### src/rtl/rb_sequencer.sv
module rb_sequencer #(
  parameter int N_ALT    = 3,
  parameter int BUDGET_W = 16,
  localparam int IDX_W   = (N_ALT > 1) ? $clog2(N_ALT) : 1
) (
  input  logic                clk,
  input  logic                rst_n,
  input  logic                enter_req,
  input  logic [BUDGET_W-1:0] budget,
  output logic                ckpt_save,
  output logic                ckpt_restore,
  output logic                ckpt_discard,
  input  logic                ckpt_ack,
  output logic                alt_start,
  output logic [IDX_W-1:0]    alt_sel,
  input  logic                alt_ack,
  output logic                alt_abort,
  input  logic                at_done,
  input  logic                at_pass,
  output logic                ok_pulse,
  output logic [IDX_W-1:0]    ok_idx,
  output logic                fail_pulse
);

  typedef enum logic [3:0] {
    IDLE, SAVE, SAVE_W, START, START_W, RUN,
    RESTORE, RESTORE_W, DISCARD, DISCARD_W
  } st_t;

  st_t                 st, st_n;
  logic [IDX_W-1:0]    idx;
  logic [BUDGET_W-1:0] cnt;
  logic                expired, last;

  assign expired      = (cnt == '0);
  assign last         = (idx == IDX_W'(N_ALT - 1));
  assign ckpt_save    = (st == SAVE);
  assign ckpt_restore = (st == RESTORE);
  assign ckpt_discard = (st == DISCARD);
  assign alt_start    = (st == START);
  assign alt_abort    = (st == RUN) && !at_done && expired;
  assign alt_sel      = idx;
  assign ok_idx       = idx;

  always_comb begin
    st_n = st;
    unique case (st)
      IDLE:      if (enter_req) st_n = SAVE;
      SAVE:      st_n = SAVE_W;
      SAVE_W:    if (ckpt_ack) st_n = START;
      START:     st_n = START_W;
      START_W:   if (alt_ack) st_n = RUN;
      RUN:
        if (at_done) begin
          if (at_pass)              st_n = DISCARD;
          else if (expired || last) st_n = IDLE;
          else                      st_n = RESTORE;
        end else if (expired) begin
          st_n = IDLE;
        end
      RESTORE:   st_n = RESTORE_W;
      RESTORE_W: if (ckpt_ack) st_n = START;
      DISCARD:   st_n = DISCARD_W;
      DISCARD_W: if (ckpt_ack) st_n = IDLE;
      default:   st_n = IDLE;
    endcase
  end

  always_ff @(posedge clk or negedge rst_n) begin
    if (!rst_n) begin
      st         <= IDLE;
      idx        <= '0;
      cnt        <= '0;
      ok_pulse   <= 1'b0;
      fail_pulse <= 1'b0;
    end else begin
      st         <= st_n;
      ok_pulse   <= (st == DISCARD_W) && ckpt_ack;
      fail_pulse <= (st == RUN) && (st_n == IDLE);
      if (st == IDLE) begin
        if (enter_req) begin
          idx <= '0;
          cnt <= budget;
        end
      end else begin
        if (!expired) cnt <= cnt - 1'b1;
        if (st == RUN && st_n == RESTORE) idx <= idx + 1'b1;
      end
    end
  end

  a_r1_save_after_entry: assert property (@(posedge clk) disable iff (!rst_n)
    (st == IDLE && enter_req) |=> ckpt_save);

  a_r7_single_cycle_strobes: assert property (@(posedge clk) disable iff (!rst_n)
    (ckpt_save || ckpt_restore || ckpt_discard || alt_start) |=>
      !(ckpt_save || ckpt_restore || ckpt_discard || alt_start));

  a_r7_exclusive_outputs: assert property (@(posedge clk) disable iff (!rst_n)
    $onehot0({ckpt_save, ckpt_restore, ckpt_discard, alt_start, alt_abort, ok_pulse, fail_pulse}));

  a_r3_ok_after_ack: assert property (@(posedge clk) disable iff (!rst_n)
    $rose(ok_pulse) |-> $past(ckpt_ack));

  a_r6_abort_then_fail: assert property (@(posedge clk) disable iff (!rst_n)
    alt_abort |=> fail_pulse);

  a_r5_no_restore_at_last: assert property (@(posedge clk) disable iff (!rst_n)
    (st == RUN && at_done && !at_pass && last) |=> (fail_pulse && !ckpt_restore));

  a_r8_busy_ignores_entry: assert property (@(posedge clk) disable iff (!rst_n)
    (st != IDLE && enter_req) |=> !ckpt_save);

  a_r2_start_index_stable: assert property (@(posedge clk) disable iff (!rst_n)
    (st == START_W) |-> $stable(alt_sel));

endmodule

### config.mk
export PLATFORM = sky130hd
export DESIGN_NAME = rb_sequencer
export DESIGN_NICKNAME = d
export VERILOG_FILES = /design/src/rtl/rb_sequencer.sv
export SDC_FILE = /design/constraint.sdc
export NUM_CORES = 1
export LEC_CHECK = 0
export ABC_AREA = 1
export BUFFER_PORTS_ARGS = -buffer_cell sky130_fd_sc_hd__buf_2
export CORE_ASPECT_RATIO = 0.6
export CORE_MARGIN = 10
export CORE_UTILIZATION = 40
export DETAILED_ROUTE_END_ITERATION = 10
export PLACE_DENSITY = 0.62
export RECOVER_POWER = 100
export SYNTH_ARGS = -nofsm -noshare
export SYNTH_HDL_FRONTEND = slang
export SYNTH_SLANG_ARGS = --single-unit
### constraint.sdc
create_clock -name clk -period 1.7 [get_ports clk]
set_input_delay 0.085 -clock clk [delete_from_list [all_inputs] [get_ports clk]]
set_output_delay 0.085 -clock clk [all_outputs]
set_load 0.05 [all_outputs]
# --- After elaboration in Yosys (flattened, before gate mapping) ---
# Index checks and enable logic that the tools add are counted.
classes:
  n_reduce_logical: 14
  eq_ne: 13
  multipliers: 0
  n_bitwise: 0
  div_mod_pow: 0
  n_lt_le_gt_ge: 0
  n_mux: 15
  shift: 0
  n_addsub: 2
op_table:
  columns: ["cell", "count"]
  rows:
  - ["16-bit 2-to-1 mux", 3]
  - ["4-bit case mux with 9 select lines", 1]
  - ["4-bit 2-to-1 mux", 7]
  - ["4-bit by 3-bit equality test with 1-bit output, second input constant", 5]
  - ["16-bit zero test", 1]
  - ["16-bit by 1-bit subtractor with 16-bit output, second input constant", 1]
  - ["4-bit by 2-bit equality test with 1-bit output, second input constant", 2]
  - ["4-bit equality test, second input constant", 2]
  - ["4-bit zero test", 2]
  - ["2-bit 2-to-1 mux", 3]
  - ["1-bit logical AND", 5]
  - ["4-bit by 1-bit equality test with 1-bit output, second input constant", 1]
  - ["2-bit AND reduction", 2]
  - ["3-bit 2-to-1 mux", 1]
  - ["2-bit by 1-bit adder with 2-bit output, second input constant", 1]
  - ["2-bit equality test, second input constant", 1]
  - ["2-bit by 1-bit inequality test with 1-bit output, second input constant", 1]
  - ["2-bit inequality test, second input constant", 1]
  - ["2-bit nonzero test", 1]
  - ["2-bit OR reduction", 1]
  - ["1-bit zero test", 1]
  - ["1-bit logical OR", 1]
totals:
  mem_count: 0
  word_cells: 49
  register_bits: 24
  rom_bits: 0
  input_bits: 23
  latch_bits: 0
  mem_bits_rw: 0

# --- Logic depth before layout (Yosys ltp) ---
# Gate-level depths: netlist of the first run.
logic_depth:
  word_depth: 10
  mapped_depth: 10

# --- Worst setup path after synthesis of the first run ---
# Ideal clock, no wire load.
synth_path:
  path_type: "reg-to-reg"
  start: "reg idx[0] (netlist: alt_sel[0])"
  end: "reg idx[1] (netlist: alt_sel[1])"
  t_arrival_ps: 1646
  path_stages_with_launch: 10
  path_buffers: 0
  t_required_ps: 1580
  setup_time_ps: 120
  slack_ps: -67
  path_cell_list: "dfrtp_1 -> inv_1 -> ha_1 -> or2_2 -> nor2_1 -> nand2_1 -> nand2_2 -> nand2_1 -> nand3_1 -> nand2_1"
synth_via:
  elab_chain_cells: 10
  word_cells_on_any_way: 13
  classes_between: "add/sub: 1; eq/ne: 2; mux: 6; reduce/logical: 4"
synth_lines:
  columns: ["item", "line_no", "source"]
  rows:
  - ["start, declared", "31", "logic [IDX_W-1:0] idx;"]
  - ["start signal, assigned", "87", "if (st == RUN && st_n == RESTORE) idx <= idx + 1'b1;"]
  - ["2-bit equality test", "36", "assign last = (idx == IDX_W'(N_ALT - 1));"]
  - ["1-bit logical OR", "56", "else if (expired || last) st_n = IDLE;"]
  - ["3-bit 2-to-1 mux", "56", null]
  - ["4-bit 2-to-1 mux", "55", "if (at_pass) st_n = DISCARD;"]
  - ["4-bit 2-to-1 mux", "54", "if (at_done) begin"]
  - ["4-bit case mux with 9 select lines", "47", "unique case (st)"]
  - ["4-bit by 3-bit equality test with 1-bit output", "87", null]
  - ["1-bit logical AND", "87", null]
  - ["2-bit nonzero test (no source line)", null, null]
  - ["2-bit AND reduction (no source line)", null, null]
# Parallel ways exist; a longest one is shown, timed or not. The select of a mux whose other input is x is not followed.
# A chain may end at the register's enable or synchronous reset.

# --- Worst setup path after layout of the first run ---
layout_path:
  start: "reg cnt[6]"
  end: "out alt_abort"
layout_via:
  elab_chain_cells: 2
layout_lines:
  columns: ["item", "line_no", "source"]
  rows:
  - ["start, declared", "32", "logic [BUDGET_W-1:0] cnt;"]
  - ["start signal, assigned", "83", "cnt <= budget;"]
  - ["start signal, assigned", "86", "if (!expired) cnt <= cnt - 1'b1;"]
  - ["16-bit zero test", "35", "assign expired = (cnt == '0);"]
  - ["1-bit logical AND", "41", "assign alt_abort = (st == RUN) && !at_done && expired;"]
  - ["end, declared", "17", "output logic alt_abort,"]
# No other way between the ends.

==> summary.txt, run 1 <==
Drt
  • Via Count: 1817
  • # DRC: 0
  • Wirelength, routed: 4.89 mm
  • Via density: 4.81
  • Initial DRC count: 127
  • Post-DRT Antenna Nets: 0
  • Routed wire per std cell: 12.9 um
  • First drt pass iteration count: 4

Logic synthesis
  • Syn Area/Cell: 6.80 sq um
  • Synthesized area: 1800 sq um
  • Post-Syn Instances: 265
  • Yosys reg bits: 24
  • Sequential area share after synthesis: 0.333
  • Synth cell types: 29
  • Synthesized Nets: 290
  • Synth warnings: 0

STA
  • Tcrit/Tclk final: 0.956
  • Hold Fails Final Rpt: 0
  • Fmax: 615 MHz
  • Worst slew margin: 0.575
  • Worst Skew: 0.00106 ns
  • Final setup fails: 0
  • Worst hold slack: 0.0507 ns
  • Total Neg Setup Slack: 0 ns
  • Max-slew violation count: 0
  • Tmin final: 1.63 ns
  • RSZ-0062 raised after global routing: false
  • Measured slew at the worst slew-check pin: 0.637 ns
  • Final WS setup: 0.0749 ns

Setup path
  • CP Capture Type: primary output
  • Crit-path most repeated cell: nor2_4
  • Startpoint types: register
  • CP Class: register to primary output
  • R2r setup slk: 0.09 ns
  • CP max stage cell: dfrtp_2
  • Worst R2R End: cnt[0]$_DFFE_PN0P_
  • Required time worst endpoint: 1.62 ns
  • Reg2Reg Launch Point: cnt[6]$_DFFE_PN0P_
  • Reg2Reg Depth: 9
  • Slowest cell delay on critical path: 0.43 ns
  • WP data arrival: 1.54 ns
  • Crit-path max FO: 8
  • Crit path buf inv count: 1
  • CP top delay family: simple AND/OR/NAND/NOR gates
  • Crit-path cells: nor2_1, nand2_2, nor2_4, nand2_4, nor2_4, buf_8

Status
  • Status: complete, no violations

GRT
  • GRT Total Usage: 0.126
  • First-pass GRT wire length: 8.00 mm
  • Vias in the first global route: 1729
  • Initial antenna violation count: 0
  • GR Overflow Total: 0
  • Largest net degree at the start of global routing: 25

Final layout
  • Antenna diodes: 0
  • Share of layout cells above drive strength 1: 0.324
  • Final Core Density: 0.546
  • Area grow syn2layout: 28.2%
  • Commonest cells after routing, fill and taps aside: 80 x nand2_1, 32 x nor2_1, 28 x nand3_1
  • Fillers: 455
  • Commonest non-fill, non-tap cell in the layout: nand2_1
  • Fin nets: 344

Hold path
  • Hold-critical path endpoint: ok_pulse$_DFF_PN0_
  • Hold path depth: 3
  • Hold Startpoint: ckpt_ack
  • Worst hold path class: input port to register

Die
  • Full die area: 7680 sq um
  • Die width: 107 um
  • Starting Density: 0.426
  • # rows: 18
  • Core region area: 4230 sq um
  • # IOs: 34
  • Die height: 72.0 um

Pwr
  • Pwr/cell area: 1970 nW/um^2
  • Maximum VDD drop: 1.09 mV
  • Design Power: 4.56 mW
  • LEAKAGE: 1.21 nW

Clock network
  • Clk buf depth: 2
  • Clock slew at reported path FFs: 0.09 ns
  • CTS Buf Count: 3
  • H-tree levels: 1
  • Num Clock Sinks: 24
  • CTS tree: done
  • CTS Root Buffer Type: clkbuf_8
  • Clock insertion delay at the later pin of the skew report: 0.27 ns

Run
  • Max-Cap Viols: 0

Placed design
  • Final GP Congestion: 0.907
  • Place WS: 0.00836 ns
  • # port buffers: 33
  • Detailed placement HPWL: 3.82 mm
[repair_timing]
item / 4_1_cts / 5_1_grt
hold buffers: 1 / 0
endpoints found under the hold margin: 24 / 0
gates resized for setup: 5 / 19
endpoints found under the setup margin: 5 / 17
setup buffers: 0 / 9
pin swaps: 0 / 5
[registers in the layout, indices dropped and copies added, names as in the netlist]
| name | count |
|---|---|
| alt_sel | 2 |
| fail_pulse | 1 |
| st | 4 |
| cnt | 16 |
| ok_pulse | 1 |
[metrics by stage]
stage                     instance area (sq um)  std cells
after CTS                                  2180        369
after detailed placement                   2100        364
final                                      2310        378
after global placement                     2100        364
after global routing                       2310        378
after floorplan                            1810        265
[layout make-up]
| class | instances | area (sq um) | share of cell area |
|---|---|---|---|
| clock buffers | 4 | 55.1 | 0.0238 |
| inverters | 32 | 123 | 0.0531 |
| multi-input cells | 202 | 1090 | 0.470 |
| flip-flops and latches | 24 | 604 | 0.262 |
| well taps | 60 | 75.1 | 0.0325 |
| repair buffers | 56 | 368 | 0.159 |
[cells by family after synthesis]
logic type,after synthesis,share of synthesized area
AO/OA/AOI/OAI,24,0.0895
AND/OR/NAND/NOR,176,0.465
adder cells (fa/ha/maj),2,0.0139
buffers and inverters,39,0.0985
flip-flops,24,0.333
[per-layer routing]
layer / GRT usage / routed length (um)
met5: 0 / 0
met2: 0.177 / 2040
met4: 0.0359 / 48
met1: 0.184 / 2530
met3: 0.0282 / 273
[tightest hold or removal path, stage by stage]
cell and delay, ns:
buf_2 0.12, inv_1 0.05, nor2_1 0.03
[power breakdown]
group          total [mW]  internal [mW]  switching [mW]
clock               0.400          0.207           0.193
combinational        3.04           1.16            1.87
sequential           1.13          0.856           0.270
[worst max path at each step]
stage	from	endpoint	slack, ns	depth (start not counted)
after floorplan	alt_sel[1]$_DFFE_PN0P_	alt_sel[1]$_DFFE_PN0P_	0.06	8
after global placement	cnt[4]$_DFFE_PN0P_	cnt[2]$_DFFE_PN0P_	0.05	9
after detailed placement	cnt[1]$_DFFE_PN0P_	cnt[0]$_DFFE_PN0P_	0.008	10
after CTS	cnt[1]$_DFFE_PN0P_	alt_abort	0.005	7
after global routing	cnt[0]$_DFFE_PN0P_	alt_abort	0.006	7
final	cnt[6]$_DFFE_PN0P_	alt_abort	0.07	6
[cell usage after synthesis]
cell,n,area (sq um)
nand2_1,82,308
nor2_1,36,135
nor2_4,3,33.8
inv_2,2,7.51
buf_4,3,22.5
nand3b_1,2,15.0
o21ai_0,9,45.0
nand2_2,3,18.8
nor2_2,3,18.8
inv_4,1,6.26
a31oi_1,1,6.26
inv_1,29,109
a22oi_1,1,7.51
buf_2,2,10.0
nand4_1,4,25.0
o21ai_2,8,70.1
nand3_2,3,30.0
nor3_1,2,10.0
nor2_8,1,20.0
nand3_1,29,145
o211ai_2,1,12.5
o21ai_1,3,15.0
ha_1,2,25.0
a21oi_1,1,5.00
or2_2,4,25.0
nand2_8,1,20.0
nand2_4,3,33.8
buf_6,2,22.5
dfrtp_1,24,601
No activity file was read; power rests on OpenSTA's default activity.
==> run 2, diff against run 1 <==
==> constraint.sdc (replaced) <==
create_clock -name clk -period 1.6 [get_ports clk]
set_input_delay 0.08 -clock clk [delete_from_list [all_inputs] [get_ports clk]]
set_output_delay 0.08 -clock clk [all_outputs]
set_load 0.05 [all_outputs]
==> summary.txt, run 2 (synthesis gave the netlist of run 1 again) <==
GRT
  • First-pass GRT wire length: 8.18 mm (was 8.00 mm)
  • Vias in the first global route: 1719 (was 1729)
  • GR Overflow Total: 0 (unchanged)
  • Largest net degree at the start of global routing: 25 (unchanged)
  • Initial antenna violation count: 0 (unchanged)
  • GRT Total Usage: 0.128 (was 0.126)

STA
  • Worst slew margin: 0.569 (was 0.575)
  • Final WS setup: 0.0237 ns (was 0.0749 ns)
  • Max-slew violation count: 0 (unchanged)
  • Final setup fails: 0 (unchanged)
  • Measured slew at the worst slew-check pin: 0.646 ns (was 0.637 ns)
  • Fmax: 634 MHz
  • Worst Skew: 0.00634 ns (was 0.00106 ns)
  • Tcrit/Tclk final: 0.985
  • Total Neg Setup Slack: 0 ns (unchanged)
  • Hold Fails Final Rpt: 0 (unchanged)
  • Worst hold slack: 0.0473 ns (was 0.0507 ns)
  • Tmin final: 1.58 ns

Final layout
  • Commonest non-fill, non-tap cell in the layout: nand2_1 (unchanged)
  • FF+latch area: 607 sq um (was 604 sq um)
  • Fin nets: 355 (was 344)
  • Top reg by flops: cnt (unchanged)
  • Max FFs per register: 16 (unchanged)
  • Fillers: 421 (was 455)
  • Footprint of the multi-input gates: 1120 sq um (was 1090 sq um)
  • Area grow syn2layout: 39.2% (was 28.2%)
  • Share of layout cells above drive strength 1: 0.383 (was 0.324)
  • Post-route cell area: 2510 sq um (was 2310 sq um)
  • Final Core Density: 0.593 (was 0.546)
  • Antenna diodes: 0 (unchanged)
  • Commonest cells after routing, fill and taps aside: 75 x nand2_1, 29 x nand3_1, 27 x nor2_1 (was 80 x nand2_1, 32 x nor2_1, 28 x nand3_1)

Setup path
  • CP Class: register to primary output (unchanged)
  • CP Capture Type: primary output (unchanged)
  • Startpoint types: register (unchanged)
  • CP max stage cell: dfrtp_1 (was dfrtp_2)
  • CP Depth: 6 (unchanged)
  • CP top delay family: simple AND/OR/NAND/NOR gates (unchanged)
  • Crit-path cells: nor2_4, nand2_1, nor2_4, nand2_4, nor2_2, buf_6 (was nor2_1, nand2_2, nor2_4, nand2_4, nor2_4, buf_8)
  • Worst Setup SP: cnt[5]$_DFFE_PN0P_ (was cnt[6]$_DFFE_PN0P_)
  • Slowest cell delay on critical path: 0.45 ns (was 0.43 ns)
  • Required time worst endpoint: 1.52 ns (was 1.62 ns)
  • Crit-path most repeated cell: nor2_4 (unchanged)
  • Reg2Reg Launch Point: cnt[5]$_DFFE_PN0P_ (was cnt[6]$_DFFE_PN0P_)
  • WP data arrival: 1.50 ns (was 1.54 ns)
  • Crit path buf inv count: 1 (unchanged)
  • Reg2Reg Depth: 9 (unchanged)
  • Crit-path max FO: 5 (was 8)
  • R2r setup slk: 0.07 ns (was 0.09 ns)

Drt
  • Routed wire per std cell: 13.8 um (was 12.9 um)
  • Wirelength, routed: 5.38 mm (was 4.89 mm)
  • First drt pass iteration count: 4 (unchanged)
  • Initial DRC count: 109 (was 127)
  • Via Count: 1922 (was 1817)
  • Post-DRT Antenna Nets: 0 (unchanged)
  • Via density: 4.94 (was 4.81)
  • # DRC: 0 (unchanged)

Clock network
  • H-tree levels: 1 (unchanged)
  • Num Clock Sinks: 24 (unchanged)
  • Clk buf depth: 2 (unchanged)
  • Clock slew at reported path FFs: 0.09 ns (about the same)
  • Clock insertion delay at the later pin of the skew report: 0.27 ns (about the same)
  • CTS tree: done (unchanged)
  • CTS Root Buffer Type: clkbuf_8 (unchanged)
  • CTS Buf Count: 3 (unchanged)

Die
  • Core region area: 4230 sq um (unchanged)
  • Full die area: 7680 sq um (unchanged)
  • Die width: 107 um (unchanged)
  • Die height: 72.0 um (unchanged)
  • # IOs: 34 (unchanged)
  • # rows: 18 (unchanged)
  • Starting Density: 0.426 (unchanged)

Hold path
  • Worst hold path class: input port to register (unchanged)
  • Hold Startpoint: ckpt_ack (unchanged)
  • Hold path depth: 3 (unchanged)

Status
  • Status: complete, no violations (unchanged)

Placed design
  • Final GP Congestion: 0.890 (was 0.907)
  • Area after DPL: 2160 sq um (was 2100 sq um)
  • Place WS: -0.0241 ns (was 0.00836 ns)
  • Detailed placement HPWL: 3.87 mm (was 3.82 mm)
  • # port buffers: 33 (unchanged)

Pwr
  • Sequential power share: 0.221 (was 0.247)
  • Pwr/cell area: 2200 nW/um^2 (was 1970 nW/um^2)
  • Net Switching: 2.70 mW (was 2.34 mW)
  • Internal cell power: 2.83 mW (was 2.23 mW)
  • Switching share of total power: 0.489 (was 0.512)
  • Maximum VDD drop: 0.936 mV (was 1.09 mV)
  • Combinational share of power: 0.680 (was 0.666)
  • Clock share of power: 0.098 (was 0.088)
  • LEAKAGE: 1.32 nW (was 1.21 nW)

Run
  • Max-Cap Viols: 0 (unchanged)
[run 2: cell types whose count changed in the layout (fill, tap and decap cells not counted), sizes merged]
cell	delta
clkbuf	+1
buf	+9
bufinv	+1
[run 2: routing by layer]
metal,track usage,share of wire,vias up
li1,-,-,972
met1,0.184,0.50,882
met2,0.183,0.42,66
met3,0.0353,0.066,2
met4,0.0284,0.0063,0
met5,0,0,-
[run 2: power by group through the flow]
stage / clock network [mW] / registers (mW) / logic [mW]
finish: 0.544 / 1.22 / 3.76
global route: 0.589 / 1.26 / 4.11
CTS: 0.555 / 1.18 / 3.13
detailed placement: 0 / 1.18 / 3.08
global placement: 0 / 1.18 / 3.07
floorplan: 0 / 1.24 / 2.15
[run 2: final timing paths]
check                                      end
setup / recovery                     alt_abort
hold / removal              ok_pulse$_DFF_PN0_
setup reg to reg            cnt[9]$_DFFE_PN0P_
hold reg to reg            cnt[10]$_DFFE_PN0P_
max in group asynchronous      st[0]$_DFF_PN0_
min in group asynchronous  cnt[12]$_DFFE_PN0P_
[run 2: cell type report]
cell class,instances,area share
multi-input combinational,202,0.447
sequential,24,0.242
timing repair buffer,67,0.201
inverter,32,0.0518
tap,60,0.0299
clock buffer,3,0.0165
clock inverter,1,0.0120
[run 2: worst register-to-register path: cells and delay by family, from the launching register on]
family	cells	cell delay [ns]
AND/OR/NAND/NOR	8	0.81
flip-flops	1	0.45
buffers and inverters	1	0.17
[run 2: what timing repair did]
item / CTS / global route
pin swaps: 3 / 11
setup buffers: 2 / 11
endpoints found under the hold margin: 24 / 0
gates resized for setup: 7 / 33
gates cloned: 0 / 2
hold buffers: 1 / 0
setup endpoints to repair: 10 / 22
[run 2: through the flow]
stage / total power [mW] / cells
floorplan: 3.39 / 265
global placement: 4.25 / 369
detailed placement: 4.26 / 369
CTS: 4.86 / 376
global route: 5.96 / 389
finish: 5.52 / 389
==> run 3, diff against run 2 <==
--- a/config.mk
+++ b/config.mk
@@ -7,12 +7,13 @@
 export LEC_CHECK = 0
 export ABC_AREA = 1
 export BUFFER_PORTS_ARGS = -buffer_cell sky130_fd_sc_hd__buf_2
-export CORE_ASPECT_RATIO = 0.6
+export CORE_ASPECT_RATIO = 1.5
 export CORE_MARGIN = 10
 export CORE_UTILIZATION = 40
 export DETAILED_ROUTE_END_ITERATION = 10
 export PLACE_DENSITY = 0.62
 export RECOVER_POWER = 100
+export SETUP_SLACK_MARGIN = 0.3
 export SYNTH_ARGS = -nofsm -noshare
 export SYNTH_HDL_FRONTEND = slang
 export SYNTH_SLANG_ARGS = --single-unit
==> summary.txt, run 3 (synthesis gave the netlist of run 1 again) <==
Status
  • Status: finished with violations (was complete, no violations)
  • Failing checks: negative setup slack

Clock network
  • CTS Buf Count: 3 (unchanged)
  • Num Clock Sinks: 24 (unchanged)
  • CTS tree: done (unchanged)
  • Clock slew at reported path FFs: 0.10 ns (was 0.09 ns)
  • Clk buf depth: 2 (unchanged)
  • CTS Root Buffer Type: clkbuf_8 (unchanged)
  • Clock insertion delay at the later pin of the skew report: 0.27 ns (about the same)
  • H-tree levels: 1 (unchanged)

Setup path
  • WP data arrival: 1.53 ns (was 1.50 ns)
  • CP Class: register to primary output (unchanged)
  • Worst R2R End: cnt[4]$_DFFE_PN0P_ (was cnt[9]$_DFFE_PN0P_)
  • R2r setup slk: 0.02 ns (was 0.07 ns)
  • Crit-path max FO: 4 (was 5)
  • Required time worst endpoint: 1.52 ns (about the same)
  • Reg2Reg Depth: 10 (was 9)
  • Reg2Reg Launch Point: cnt[3]$_DFFE_PN0P_ (was cnt[5]$_DFFE_PN0P_)
  • CP Capture Type: primary output (unchanged)
  • Startpoint types: register (unchanged)

Die
  • Core region area: 4280 sq um (was 4230 sq um)
  • Starting Density: 0.421 (was 0.426)
  • Die width: 74.8 um (was 107 um)
  • Full die area: 7650 sq um (was 7680 sq um)
  • Die height: 102 um (was 72.0 um)
  • # rows: 29 (was 18)
  • # IOs: 34 (unchanged)

Pwr
  • Maximum VDD drop: 1.45 mV (was 0.936 mV)
  • Clock share of power: 0.071 (was 0.098)
  • Combinational share of power: 0.741 (was 0.680)
  • Net Switching: 3.17 mW (was 2.70 mW)
  • Sequential power share: 0.189 (was 0.221)
  • Switching share of total power: 0.502 (was 0.489)
  • Design Power: 6.32 mW (was 5.52 mW)
  • Pwr/cell area: 2220 nW/um^2 (was 2200 nW/um^2)
  • Internal cell power: 3.15 mW (was 2.83 mW)
  • LEAKAGE: 1.45 nW (was 1.32 nW)

Final layout
  • Share of layout cells above drive strength 1: 0.492 (was 0.383)
  • Fin cells: 400 (was 389)
  • Antenna diodes: 0 (unchanged)
  • Commonest cells after routing, fill and taps aside: 65 x nand2_1, 35 x buf_4, 25 x nand3_1 (was 75 x nand2_1, 29 x nand3_1, 27 x nor2_1)
  • Fin nets: 380 (was 355)
  • Area grow syn2layout: 58.1% (was 39.2%)
  • Commonest non-fill, non-tap cell in the layout: nand2_1 (unchanged)
  • Final Core Density: 0.666 (was 0.593)
  • Max FFs per register: 16 (unchanged)
  • Top reg by flops: cnt (unchanged)

STA
  • RSZ-0062 raised after global routing: true
  • Tcrit/Tclk final: 1.01 (was 0.985)
  • Max-slew violation count: 0 (unchanged)
  • Final WS setup: -0.0136 ns (was 0.0237 ns)
  • Worst Skew: 0.00256 ns (was 0.00634 ns)
  • Worst slew margin: 0.571 (was 0.569)
  • Fmax: 620 MHz (was 634 MHz)
  • Total Neg Setup Slack: -0.0136 ns (was 0 ns)
  • Hold Fails Final Rpt: 0 (unchanged)
  • Final setup fails: 1 (was 0)
  • Tmin final: 1.61 ns (was 1.58 ns)
  • Measured slew at the worst slew-check pin: 0.643 ns (was 0.646 ns)

Run
  • Max-Cap Viols: 0 (unchanged)

GRT
  • Vias in the first global route: 2163 (was 1719)
  • GRT Total Usage: 0.157 (was 0.128)
  • GR Overflow Total: 0 (unchanged)
  • Initial antenna violation count: 0 (unchanged)
  • First-pass GRT wire length: 9.52 mm (was 8.18 mm)
  • Largest net degree at the start of global routing: 25 (unchanged)

Drt
  • First drt pass iteration count: 4 (unchanged)
  • Via density: 5.38 (was 4.94)
  • Initial DRC count: 174 (was 109)
  • Routed wire per std cell: 16.3 um (was 13.8 um)
  • # DRC: 0 (unchanged)
  • Via Count: 2152 (was 1922)
  • Wirelength, routed: 6.53 mm (was 5.38 mm)
  • Post-DRT Antenna Nets: 0 (unchanged)

Hold path
  • Worst hold path class: input port to register (unchanged)
  • Hold Startpoint: ckpt_ack (unchanged)
  • Hold-critical path endpoint: ok_pulse$_DFF_PN0_ (unchanged)
  • Hold path depth: 3 (unchanged)

Placed design
  • Final GP Congestion: 0.897 (was 0.890)
  • DP Cell Count: 355 (was 369)
  • Detailed placement HPWL: 3.90 mm (was 3.87 mm)
  • # port buffers: 33 (unchanged)
-- run 3: cell count changes in the layout (fill, tap and decap cells not counted), sizes merged --
cell,delta
nand2,+1
inv,+1
buf,+23
nor2,+1
bufinv,-1
-- run 3: worst max path at each step --
stage,slack (ns),cells after the start,to,start
after floorplan,0.12,9,alt_sel[0]$_DFFE_PN0P_,alt_sel[0]$_DFFE_PN0P_
after global placement,-0.03,10,alt_sel[0]$_DFFE_PN0P_,cnt[5]$_DFFE_PN0P_
after detailed placement,-0.04,11,alt_sel[0]$_DFFE_PN0P_,cnt[0]$_DFFE_PN0P_
after CTS,0.01,7,alt_abort,cnt[13]$_DFFE_PN0P_
after global routing,-0.07,7,alt_abort,cnt[3]$_DFFE_PN0P_
final,-0.01,7,alt_abort,cnt[3]$_DFFE_PN0P_
-- run 3: final cells by class --
cell class / instances / area, sq um
clock buffers: 4 / 55.1
fillers: 348 / 1430
inverters: 32 / 138
multi-input cells: 204 / 1290
flip-flops and latches: 24 / 606
well taps: 46 / 57.6
repair buffers: 89 / 694
repair inverters: 1 / 6.26
-- run 3: power groups by stage --
stage / combinational (mW) / clock [mW] / sequential, mW
floorplan: 2.21 / 0 / 1.25
global placement: 3.08 / 0 / 1.19
detailed placement: 3.11 / 0 / 1.19
CTS: 3.89 / 0.443 / 1.16
global route: 5.05 / 0.477 / 1.22
finish: 4.68 / 0.446 / 1.19
-- run 3: per-stage QoR --
stage / setup slack (ns) / hold WS (ns) / area [sq um]
floorplan: 0.118 / -0.216 / 1850
global placement: -0.0293 / 0.117 / 2160
detailed placement: -0.0386 / 0.112 / 2160
CTS: 0.0119 / 0.0432 / 2590
global route: -0.0743 / 0.0641 / 2850
finish: -0.0136 / 0.0469 / 2850
-- run 3: critical path: stages, from the launching register on --
cell and delay, ns:
dfrtp_2 0.45, nor2_4 0.16, nand2_4 0.07, nor2_4 0.13, nand2_4 0.07, buf_6 0.13
nor2_4 0.09, buf_8 0.15
-- run 3: routing by layer --
layer / share of wire / vias to the layer above / global-route usage
met5: 0 / - / 0
met4: 0.031 / 0 / 0.0760
met3: 0.056 / 20 / 0.0378
met2: 0.55 / 88 / 0.287
met1: 0.36 / 1026 / 0.161
li1: - / 1018 / -
-- run 3: what timing repair did --
| action | in CTS | in global routing |
|---|---|---|
| endpoints found under the hold margin | 24 | 0 |
| pin swaps | 11 | 13 |
| cloned | 3 | 1 |
| hold buffers | 1 | 0 |
| setup buffers | 21 | 15 |
| setup endpoints to repair | 28 | 28 |
| gates resized for setup | 52 | 48 |
